===== src/rtl/axi_parity_pkg.sv =====
package axi_parity_pkg;

  typedef enum logic [1:0] {
    PAR_OFF  = 2'd0,
    PAR_EVEN = 2'd1,
    PAR_ODD  = 2'd2
  } parMode_e;

  typedef struct packed {
    logic wFire;
    logic rFire;
    logic wForce;
    logic rForce;
    logic advance;
  } parStrobes_t;

endpackage


===== src/rtl/parity_ctrl.sv =====
module parity_ctrl
  import axi_parity_pkg::*;
(
  input  logic        aresetn,
  input  logic        aclken,
  input  logic        wValid,
  input  logic        wReady,
  input  logic        rValid,
  input  logic        rReady,
  input  logic        wInject,
  input  logic        rInject,
  output parStrobes_t strobes
);

  always_comb begin
    strobes.advance = aclken;
    strobes.wFire   = aresetn & aclken & wValid & wReady;
    strobes.rFire   = aresetn & aclken & rValid & rReady;
    strobes.wForce  = wInject;
    strobes.rForce  = rInject;
  end

endmodule


===== src/rtl/parity_pipe.sv =====
module parity_pipe #(
  parameter int              PIPE_W    = 4,
  parameter logic [PIPE_W-1:0] PIPE_MASK = '0
) (
  input  logic aclk,
  input  logic aresetn,
  input  logic advance,
  input  logic din,
  output logic dout
);

  logic [PIPE_W:0] chain;

  assign chain[0] = din;

  for (genvar k = 0; k < PIPE_W; k++) begin : g_stage
    if (PIPE_MASK[k]) begin : g_reg
      logic stageQ;
      always_ff @(posedge aclk or negedge aresetn) begin
        if (!aresetn)     stageQ <= 1'b0;
        else if (advance) stageQ <= chain[k];
      end
      assign chain[k+1] = stageQ;
    end else begin : g_wire
      assign chain[k+1] = chain[k];
    end
  end

  assign dout = chain[PIPE_W];

endmodule


===== src/rtl/parity_dp.sv =====
module parity_dp
  import axi_parity_pkg::*;
#(
  parameter int                DATA_WIDTH  = 32,
  parameter int                WUSER_WIDTH = 4,
  parameter int                RUSER_WIDTH = 8,
  parameter int                W_STRIDE    = 1,
  parameter int                R_STRIDE    = 2,
  parameter parMode_e          W_MODE      = PAR_EVEN,
  parameter parMode_e          R_MODE      = PAR_ODD,
  parameter int                PIPE_W      = 4,
  parameter logic [PIPE_W-1:0] PIPE_MASK   = 4'b0101
) (
  input  logic                     aclk,
  input  logic                     aresetn,
  input  parStrobes_t              strobes,
  input  logic [DATA_WIDTH-1:0]    wData,
  input  logic [DATA_WIDTH/8-1:0]  wStrb,
  input  logic [WUSER_WIDTH-1:0]   wUser,
  input  logic [DATA_WIDTH-1:0]    rData,
  input  logic [RUSER_WIDTH-1:0]   rUser,
  output logic                     wErr,
  output logic                     rErr
);

  localparam int   LANES = DATA_WIDTH / 8;
  localparam logic W_ODD = (W_MODE == PAR_ODD);
  localparam logic R_ODD = (R_MODE == PAR_ODD);
  localparam logic W_ON  = (W_MODE != PAR_OFF);
  localparam logic R_ON  = (R_MODE != PAR_OFF);

  logic [LANES-1:0] wLaneBad;
  logic [LANES-1:0] rLaneBad;
  logic             wBeatErr;
  logic             rBeatErr;
  logic             unusedUserBits;

  for (genvar g = 0; g < LANES; g++) begin : g_lane
    assign wLaneBad[g] = wStrb[g] &
                         ((^wData[8*g +: 8]) ^ wUser[g*W_STRIDE] ^ W_ODD);
    assign rLaneBad[g] = (^rData[8*g +: 8]) ^ rUser[g*R_STRIDE] ^ R_ODD;
  end

  // Lanes not at a stride index are deliberately ignored.
  assign unusedUserBits = ^{wUser, rUser};

  assign wBeatErr = strobes.wFire & ((W_ON & (|wLaneBad)) | strobes.wForce);
  assign rBeatErr = strobes.rFire & ((R_ON & (|rLaneBad)) | strobes.rForce);

  parity_pipe #(
    .PIPE_W   (PIPE_W),
    .PIPE_MASK(PIPE_MASK)
  ) u_wPipe (
    .aclk   (aclk),
    .aresetn(aresetn),
    .advance(strobes.advance),
    .din    (wBeatErr),
    .dout   (wErr)
  );

  parity_pipe #(
    .PIPE_W   (PIPE_W),
    .PIPE_MASK(PIPE_MASK)
  ) u_rPipe (
    .aclk   (aclk),
    .aresetn(aresetn),
    .advance(strobes.advance),
    .din    (rBeatErr),
    .dout   (rErr)
  );

endmodule


===== src/rtl/axi_beat_parity_check.sv =====
module axi_beat_parity_check
  import axi_parity_pkg::*;
#(
  parameter int                DATA_WIDTH  = 32,
  parameter int                WUSER_WIDTH = 4,
  parameter int                RUSER_WIDTH = 8,
  parameter int                W_STRIDE    = 1,
  parameter int                R_STRIDE    = 2,
  parameter parMode_e          W_MODE      = PAR_EVEN,
  parameter parMode_e          R_MODE      = PAR_ODD,
  parameter int                PIPE_W      = 4,
  parameter logic [PIPE_W-1:0] PIPE_MASK   = 4'b0101
) (
  input  logic                     aclk,
  input  logic                     aclken,
  input  logic                     aresetn,
  input  logic [DATA_WIDTH-1:0]    wData,
  input  logic [DATA_WIDTH/8-1:0]  wStrb,
  input  logic [WUSER_WIDTH-1:0]   wUser,
  input  logic                     wValid,
  input  logic                     wReady,
  input  logic [DATA_WIDTH-1:0]    rData,
  input  logic [RUSER_WIDTH-1:0]   rUser,
  input  logic                     rValid,
  input  logic                     rReady,
  input  logic                     wInject,
  input  logic                     rInject,
  output logic                     wParityErr,
  output logic                     rParityErr
);

  localparam int   LANES   = DATA_WIDTH / 8;
  localparam int   LATENCY = $countones(PIPE_MASK);
  localparam logic R_OFF   = (R_MODE == PAR_OFF);
  localparam logic W_OFF   = (W_MODE == PAR_OFF);

  if (DATA_WIDTH % 8 != 0) begin : g_badData
    $error("DATA_WIDTH must be a multiple of 8");
  end
  if (WUSER_WIDTH < (LANES - 1) * W_STRIDE + 1) begin : g_badWUser
    $error("WUSER_WIDTH too small for the write stride");
  end
  if (RUSER_WIDTH < (LANES - 1) * R_STRIDE + 1) begin : g_badRUser
    $error("RUSER_WIDTH too small for the read stride");
  end

  parStrobes_t strobes;

  parity_ctrl u_ctrl (
    .aresetn(aresetn),
    .aclken (aclken),
    .wValid (wValid),
    .wReady (wReady),
    .rValid (rValid),
    .rReady (rReady),
    .wInject(wInject),
    .rInject(rInject),
    .strobes(strobes)
  );

  parity_dp #(
    .DATA_WIDTH (DATA_WIDTH),
    .WUSER_WIDTH(WUSER_WIDTH),
    .RUSER_WIDTH(RUSER_WIDTH),
    .W_STRIDE   (W_STRIDE),
    .R_STRIDE   (R_STRIDE),
    .W_MODE     (W_MODE),
    .R_MODE     (R_MODE),
    .PIPE_W     (PIPE_W),
    .PIPE_MASK  (PIPE_MASK)
  ) u_dp (
    .aclk   (aclk),
    .aresetn(aresetn),
    .strobes(strobes),
    .wData  (wData),
    .wStrb  (wStrb),
    .wUser  (wUser),
    .rData  (rData),
    .rUser  (rUser),
    .wErr   (wParityErr),
    .rErr   (rParityErr)
  );

endmodule


===== config.mk =====
export PLATFORM = sky130hd
export DESIGN_NAME = axi_beat_parity_check
export DESIGN_NICKNAME = d
export VERILOG_FILES = /design/src/rtl/axi_parity_pkg.sv /design/src/rtl/parity_ctrl.sv /design/src/rtl/parity_pipe.sv /design/src/rtl/parity_dp.sv /design/src/rtl/axi_beat_parity_check.sv
export SDC_FILE = /design/constraint.sdc
export NUM_CORES = 1
export LEC_CHECK = 0
export ABC_AREA = 1
export CORE_ASPECT_RATIO = 1.25
export CORE_MARGIN = 10
export CORE_UTILIZATION = 36
export CTS_BUF_LIST = sky130_fd_sc_hd__clkbuf_4 sky130_fd_sc_hd__clkbuf_8
export CTS_CLUSTER_DIAMETER = 150
export CTS_CLUSTER_SIZE = 16
export DETAILED_ROUTE_END_ITERATION = 6
export PLACE_DENSITY_LB_ADDON = 0.3
export SLEW_MARGIN = 30
export SYNTH_ARGS = -nofsm -noshare
export SYNTH_HDL_FRONTEND = slang
export SYNTH_HIERARCHICAL = 1
export SYNTH_SLANG_ARGS = --single-unit

===== constraint.sdc =====
create_clock -name aclk -period 0.8 [get_ports aclk]
set_input_delay 0.16 -clock aclk [delete_from_list [all_inputs] [get_ports aclk]]
set_output_delay 0.16 -clock aclk [all_outputs]
set_load 0.01 [all_outputs]

Yosys cells after proc, flatten, opt, wreduce, memory -nomap -nowiden
Index checks and enable logic that the tools add are counted.
{ "word_totals": {"reg_bits": 4} }
{ "op_classes": {"n_reduce_logical": 10, "n_bitwise": 25} }
{ "ops": {"columns": ["cell", "count"], "rows": [
  ["$reduce_xor A8 Y1", 8],
  ["$and A1 B1 Y1", 11],
  ["$reduce_or A4 Y1", 2],
  ["$xor A1 B1 Y1", 8],
  ["$not A1 Y1", 4],
  ["$or A1 B1 Y1", 2]
]} }

Logic depth before layout (Yosys ltp)
{ "logic_depth": {"ltp_word": 6, "mapped_depth": 14, "depth_no_buf": 14} }

Hierarchy
Netlist, hierarchy kept.
{ "by_module_without_submodules": {"columns": ["mod", "n_inst", "cells_each", "seq_area_each_um2", "area_per_inst_um2"], "rows": [
  ["parity_dp", 1, 212, 0.0, 1063.5],
  ["parity_pipe", 2, 9, 50.0, 76.3],
  ["parity_ctrl", 1, 8, 0.0, 41.3]
]} }

Worst setup path after synthesis
Ideal clock, no wire load.
{ "synth_path": {"kind": "input -> register", "from": "input rData[19]", "to": "register u_dp.u_rPipe.g_stage[0].g_reg.stageQ", "path_stages": 12, "path_slack_ns": -0.252, "n_path_buf": 0, "t_arrival_ns": 0.936, "cell_sequence": "xnor2_1 > inv_1 > nand2_1 > nand2_1 > nand2_1 > nand2_1 > nand2_1 > nand3_2 > nor2_1 > nor2_1 > nand2_1 > nand2_1"} }
{ "synth_between": {"elab_chain_len": 6} }
{ "synth_lines": {"columns": ["element", "line_no", "text"], "rows": [
  ["start: declaration", "axi_beat_parity_check.sv:22", "input logic [DATA_WIDTH-1:0] rData,"],
  ["$reduce_xor A8 Y1", "parity_dp.sv:41", "assign rLaneBad[g] = (^rData[8*g +: 8]) ^ rUser[g*R_STRIDE] ^ R_ODD;"],
  ["$xor A1 B1 Y1", "parity_dp.sv:41", null],
  ["$not A1 Y1 (no source line)", null, null],
  ["$reduce_or A4 Y1", "parity_dp.sv:48", "assign rBeatErr = strobes.rFire & ((R_ON & (|rLaneBad)) | strobes.rForce);"],
  ["$or A1 B1 Y1", "parity_dp.sv:48", null],
  ["$and A1 B1 Y1", "parity_dp.sv:48", null],
  ["via u_dp.rBeatErr", "parity_dp.sv:35", "logic rBeatErr;"],
  ["end signal: assignment", "parity_pipe.sv:21", "else if (advance) stageQ <= chain[k];"],
  ["end: declaration", "parity_pipe.sv:18", "logic stageQ;"]
]} }
The timed path passes the listed nets, and every way through them passes these cells.
A chain may end at the register's enable or synchronous reset.

Worst setup path in the final report
{ "layout_path": {"from": "input wData[1]", "to": "register u_dp.u_wPipe.g_stage[0].g_reg.stageQ"} }
{ "layout_between": {"elab_chain_len": 6} }
{ "layout_lines": {"columns": ["element", "line_no", "text"], "rows": [
  ["start: declaration", "axi_beat_parity_check.sv:17", "input logic [DATA_WIDTH-1:0] wData,"],
  ["$reduce_xor A8 Y1", "parity_dp.sv:40", "((^wData[8*g +: 8]) ^ wUser[g*W_STRIDE] ^ W_ODD);"],
  ["$xor A1 B1 Y1", "parity_dp.sv:40", null],
  ["$and A1 B1 Y1", "parity_dp.sv:39", "assign wLaneBad[g] = wStrb[g] &"],
  ["$reduce_or A4 Y1", "parity_dp.sv:47", "assign wBeatErr = strobes.wFire & ((W_ON & (|wLaneBad)) | strobes.wForce);"],
  ["$or A1 B1 Y1", "parity_dp.sv:47", null],
  ["$and A1 B1 Y1", "parity_dp.sv:47", null],
  ["via u_dp.wBeatErr", "parity_dp.sv:34", "logic wBeatErr;"],
  ["end signal: assignment", "parity_pipe.sv:21", null],
  ["end: declaration", "parity_pipe.sv:18", null]
]} }
The timed path passes the listed nets, and every way through them passes these cells.

==> results.py <==
metrics = {
    "status": {
        "status": "finished with violations",
        "violations": "negative setup slack",
    },
    "sta": {
        "fin_crit_ns": 1.04,
        "rsz0062_at_grt": "true",
        "tightest_slew_ns": 0.186,
        "max_freq_mhz": 965,
        "maxSlewViolCount": 0,
        "clock_skew_ns": 0.000480,
        "finalSetupViolations": 4,
        "worst_slack_ns": -0.236,
        "finalHoldViolCount": 0,
        "slew_headroom_pct": 87.5,
        "fin_crit_sh_pct": 130,
    },
    "floorplanning": {
        "num_io_pins": 91,
        "rows": 23,
        "die_y_um": 86.1,
        "dieArea_um2": 6270,
        "start_util_pct": 38.3,
        "coreArea_um2": 3280,
        "die_w_um": 72.9,
    },
    "cts": {
        "cts.clk_slew.worst_paths_ns": 0.03,
        "clock-root-buffer": "clkbuf_8",
        "clock_path_buffers": 2,
        "hold_buffers": 0,
        "cts_tree": "done",
        "h-tree-depth": 1,
        "clock-sinks": 4,
        "postCtsSetupRepairBufs": 0,
        "clkLatencyLatePin_ns": 0.21,
        "cts_buffers": 3,
    },
    "worst_setup_path": {
        "max_stage_delay_ns": 0.10,
        "cp.arrival_ns": 1.14,
        "path_cells": "buf_6, inv_2, nand2_2, nand2_2, nand2_2, nand2_1, nand2_1, nand2_1, nand2_1, nand3_1, nand3_1, nor2_1, nor2_1, nand2_1, nand2_1",
        "critical_path.top_delay_family": "simple AND/OR/NAND/NOR gates",
        "worstPathMaxFanout": 2,
        "slowest_stage": "nor2_1",
        "crit_path_start_kind": "primary input",
        "worstPathBufferInverterCount": 2,
        "end_kind": "register",
        "cpMostUsedCell": "nand2_1",
        "path_class": "primary input to register",
        "worst-endpoint-required_ns": 0.90,
    },
    "drt": {
        "vias": 1688,
        "ant_nets": 0,
        "post_drt_wl_per_cell_um": 11.4,
        "drc_errors": 0,
        "avgViaCountPerCell": 4.65,
        "wl_um": 4140,
        "drtPass1Iterations": 4,
        "drt_iter0_markers": 32,
    },
    "placement": {
        "placed_area_um2": 2200,
        "io_buffers": 86,
        "place_ws_ns": -0.924,
        "finalWeightedCongestion": 0.764,
        "dp_hpwl_um": 3450,
    },
    "synth": {
        "syn_area_um2": 1260,
        "synth_cells": 238,
        "seq_area_frac_synth_pct": 7.96,
        "yosysWarningCount": 6,
        "avgSynthCellArea_um2": 5.28,
        "synth-seq-cells": 4,
        "syn_nets": 327,
        "yosysUniqueCellTypes": 14,
    },
    "power": {
        "worst_ir_drop_vdd_v": 0.000465,
        "p_per_area_nw_per_um2": 843,
        "leakagePower_nw": 1.32,
    },
    "global_route": {
        "grt_max_degree": 7,
        "met1_usage_pct": 13.0,
        "antenna_found_initial": 0,
        "grt_pass1_wl_um": 6470,
        "gr-usage-all-layers_pct": 12.2,
        "met3_usage_pct": 4.15,
        "met2_usage_pct": 21.6,
        "grt.busiest_layer": "met2",
        "grt_overflow": 0,
        "grt_pass1_vias": 1662,
    },
    "final_layout": {
        "syn2layout_area_growth_pct": 81.1,
        "fin_nets": 417,
        "diodes": 0,
        "fillers": 320,
        "mostFrequentLayoutCells": "nand2_1, buf_2, inv_1, buf_6, nand2_2",
        "final_area_um2": 2280,
        "final_common_cell": "nand2_1",
        "drive_gt1_share_pct": 46.3,
    },
    "job": {
        "maxCapViolCount": 0,
    },
    "hold_path": {
        "worstHoldPathType": "primary input to asynchronous set/reset pin",
    },
}
-- final cells by class --
cell class | instances | area, um^2 | share of cell area (%)
Clock buffer | 3 | 41.3 | 1.81
Multi-Input combinational cell | 188 | 1220 | 53.5
Tap cell | 37 | 46.3 | 2.03
Sequential cell | 4 | 100 | 4.40
Timing Repair Buffer | 88 | 692 | 30.4
Inverter | 43 | 179 | 7.86
-- what timing repair did --
action / CTS / global route
pin swaps: 111 / 37
gates cloned: 0 / 0
setup endpoints to repair: 6 / 6
hold endpoints to repair: 0 / 0
resized for setup: 313 / 60
-- path summary, 6_finish.rpt --
kind,cells after the start,slack (ns),from,end
worst max-delay path,15,-0.24,wData[1],u_dp/u_wPipe/g_stage[0].g_reg.stageQ
worst min-delay path,2,0.24,aresetn,u_dp/u_wPipe/g_stage[0].g_reg.stageQ
worst max register to register,2,0.18,u_dp/u_rPipe/g_stage[0].g_reg.stageQ,u_dp/u_rPipe/g_stage[0].g_reg.stageQ
worst min register to register,2,0.47,u_dp/u_wPipe/g_stage[0].g_reg.stageQ,u_dp/u_wPipe/dout
max in group asynchronous,2,0.46,aresetn,u_dp/u_rPipe/dout
min in group aclk,4,0.32,aclken,u_dp/u_wPipe/g_stage[0].g_reg.stageQ
-- metal layers --
layer  vias to the layer above  part of all wire [%]
met5                         -                     0
li1                        876                     -
met3                         4                   7.9
met4                         0                  0.92
met2                        64                    54
met1                       744                    37
-- through the flow --
step           total power, mW  TNS, ns  hold slack (ns)  util [%]  std cells
2_1_floorplan            0.854   -0.419           -0.136         -        238
6_report                  1.92   -0.608            0.242      69.4        363
4_1_cts                   1.80   -0.640            0.246      63.4        363
3_3_place_gp              1.40    -2.69            0.460      67.0        360
3_5_place_dp              1.43    -2.80            0.463      67.0        360
5_1_grt                   2.09   -0.883            0.259      69.4        363
-- logic make-up (layout without fill, tap and decap cells) --
kind of cell,after synthesis,in the layout,synth area share [%]
and+or+nand+nor,152,152,51.4
buffers and inverters,46,134,14.6
xor gates and xnor gates,35,35,25.6
DFF,4,4,7.96
AOI/OAI and AO/OA,1,1,0.398
-- power breakdown --
part | switching [mW] | internal (mW) | leakage, nW
combinational | 0.616 | 0.668 | 1.24
clock | 0.0978 | 0.320 | 0.0216
sequential | 0.00550 | 0.212 | 0.0550
total | 0.720 | 1.20 | 1.32
-- synth_stat cells, drive strengths merged --
cell type,n,area (um^2)
xnor2,23,209
inv,43,161
nand2,105,394
dfrtp,4,100
buf,3,22.5
o21ai,1,5.00
nand3b,6,45.0
nand3,23,130
xor2,12,113
nor2,18,77.6
-- state kept, by name, indices dropped and copies added (netlist names) --
register / cells
u_dp/u_rPipe/dout: 1
u_dp/u_rPipe/g_stage.g_reg.stageQ: 1
u_dp/u_wPipe/dout: 1
u_dp/u_wPipe/g_stage.g_reg.stageQ: 1
Power figures use the tool's default switching activity.
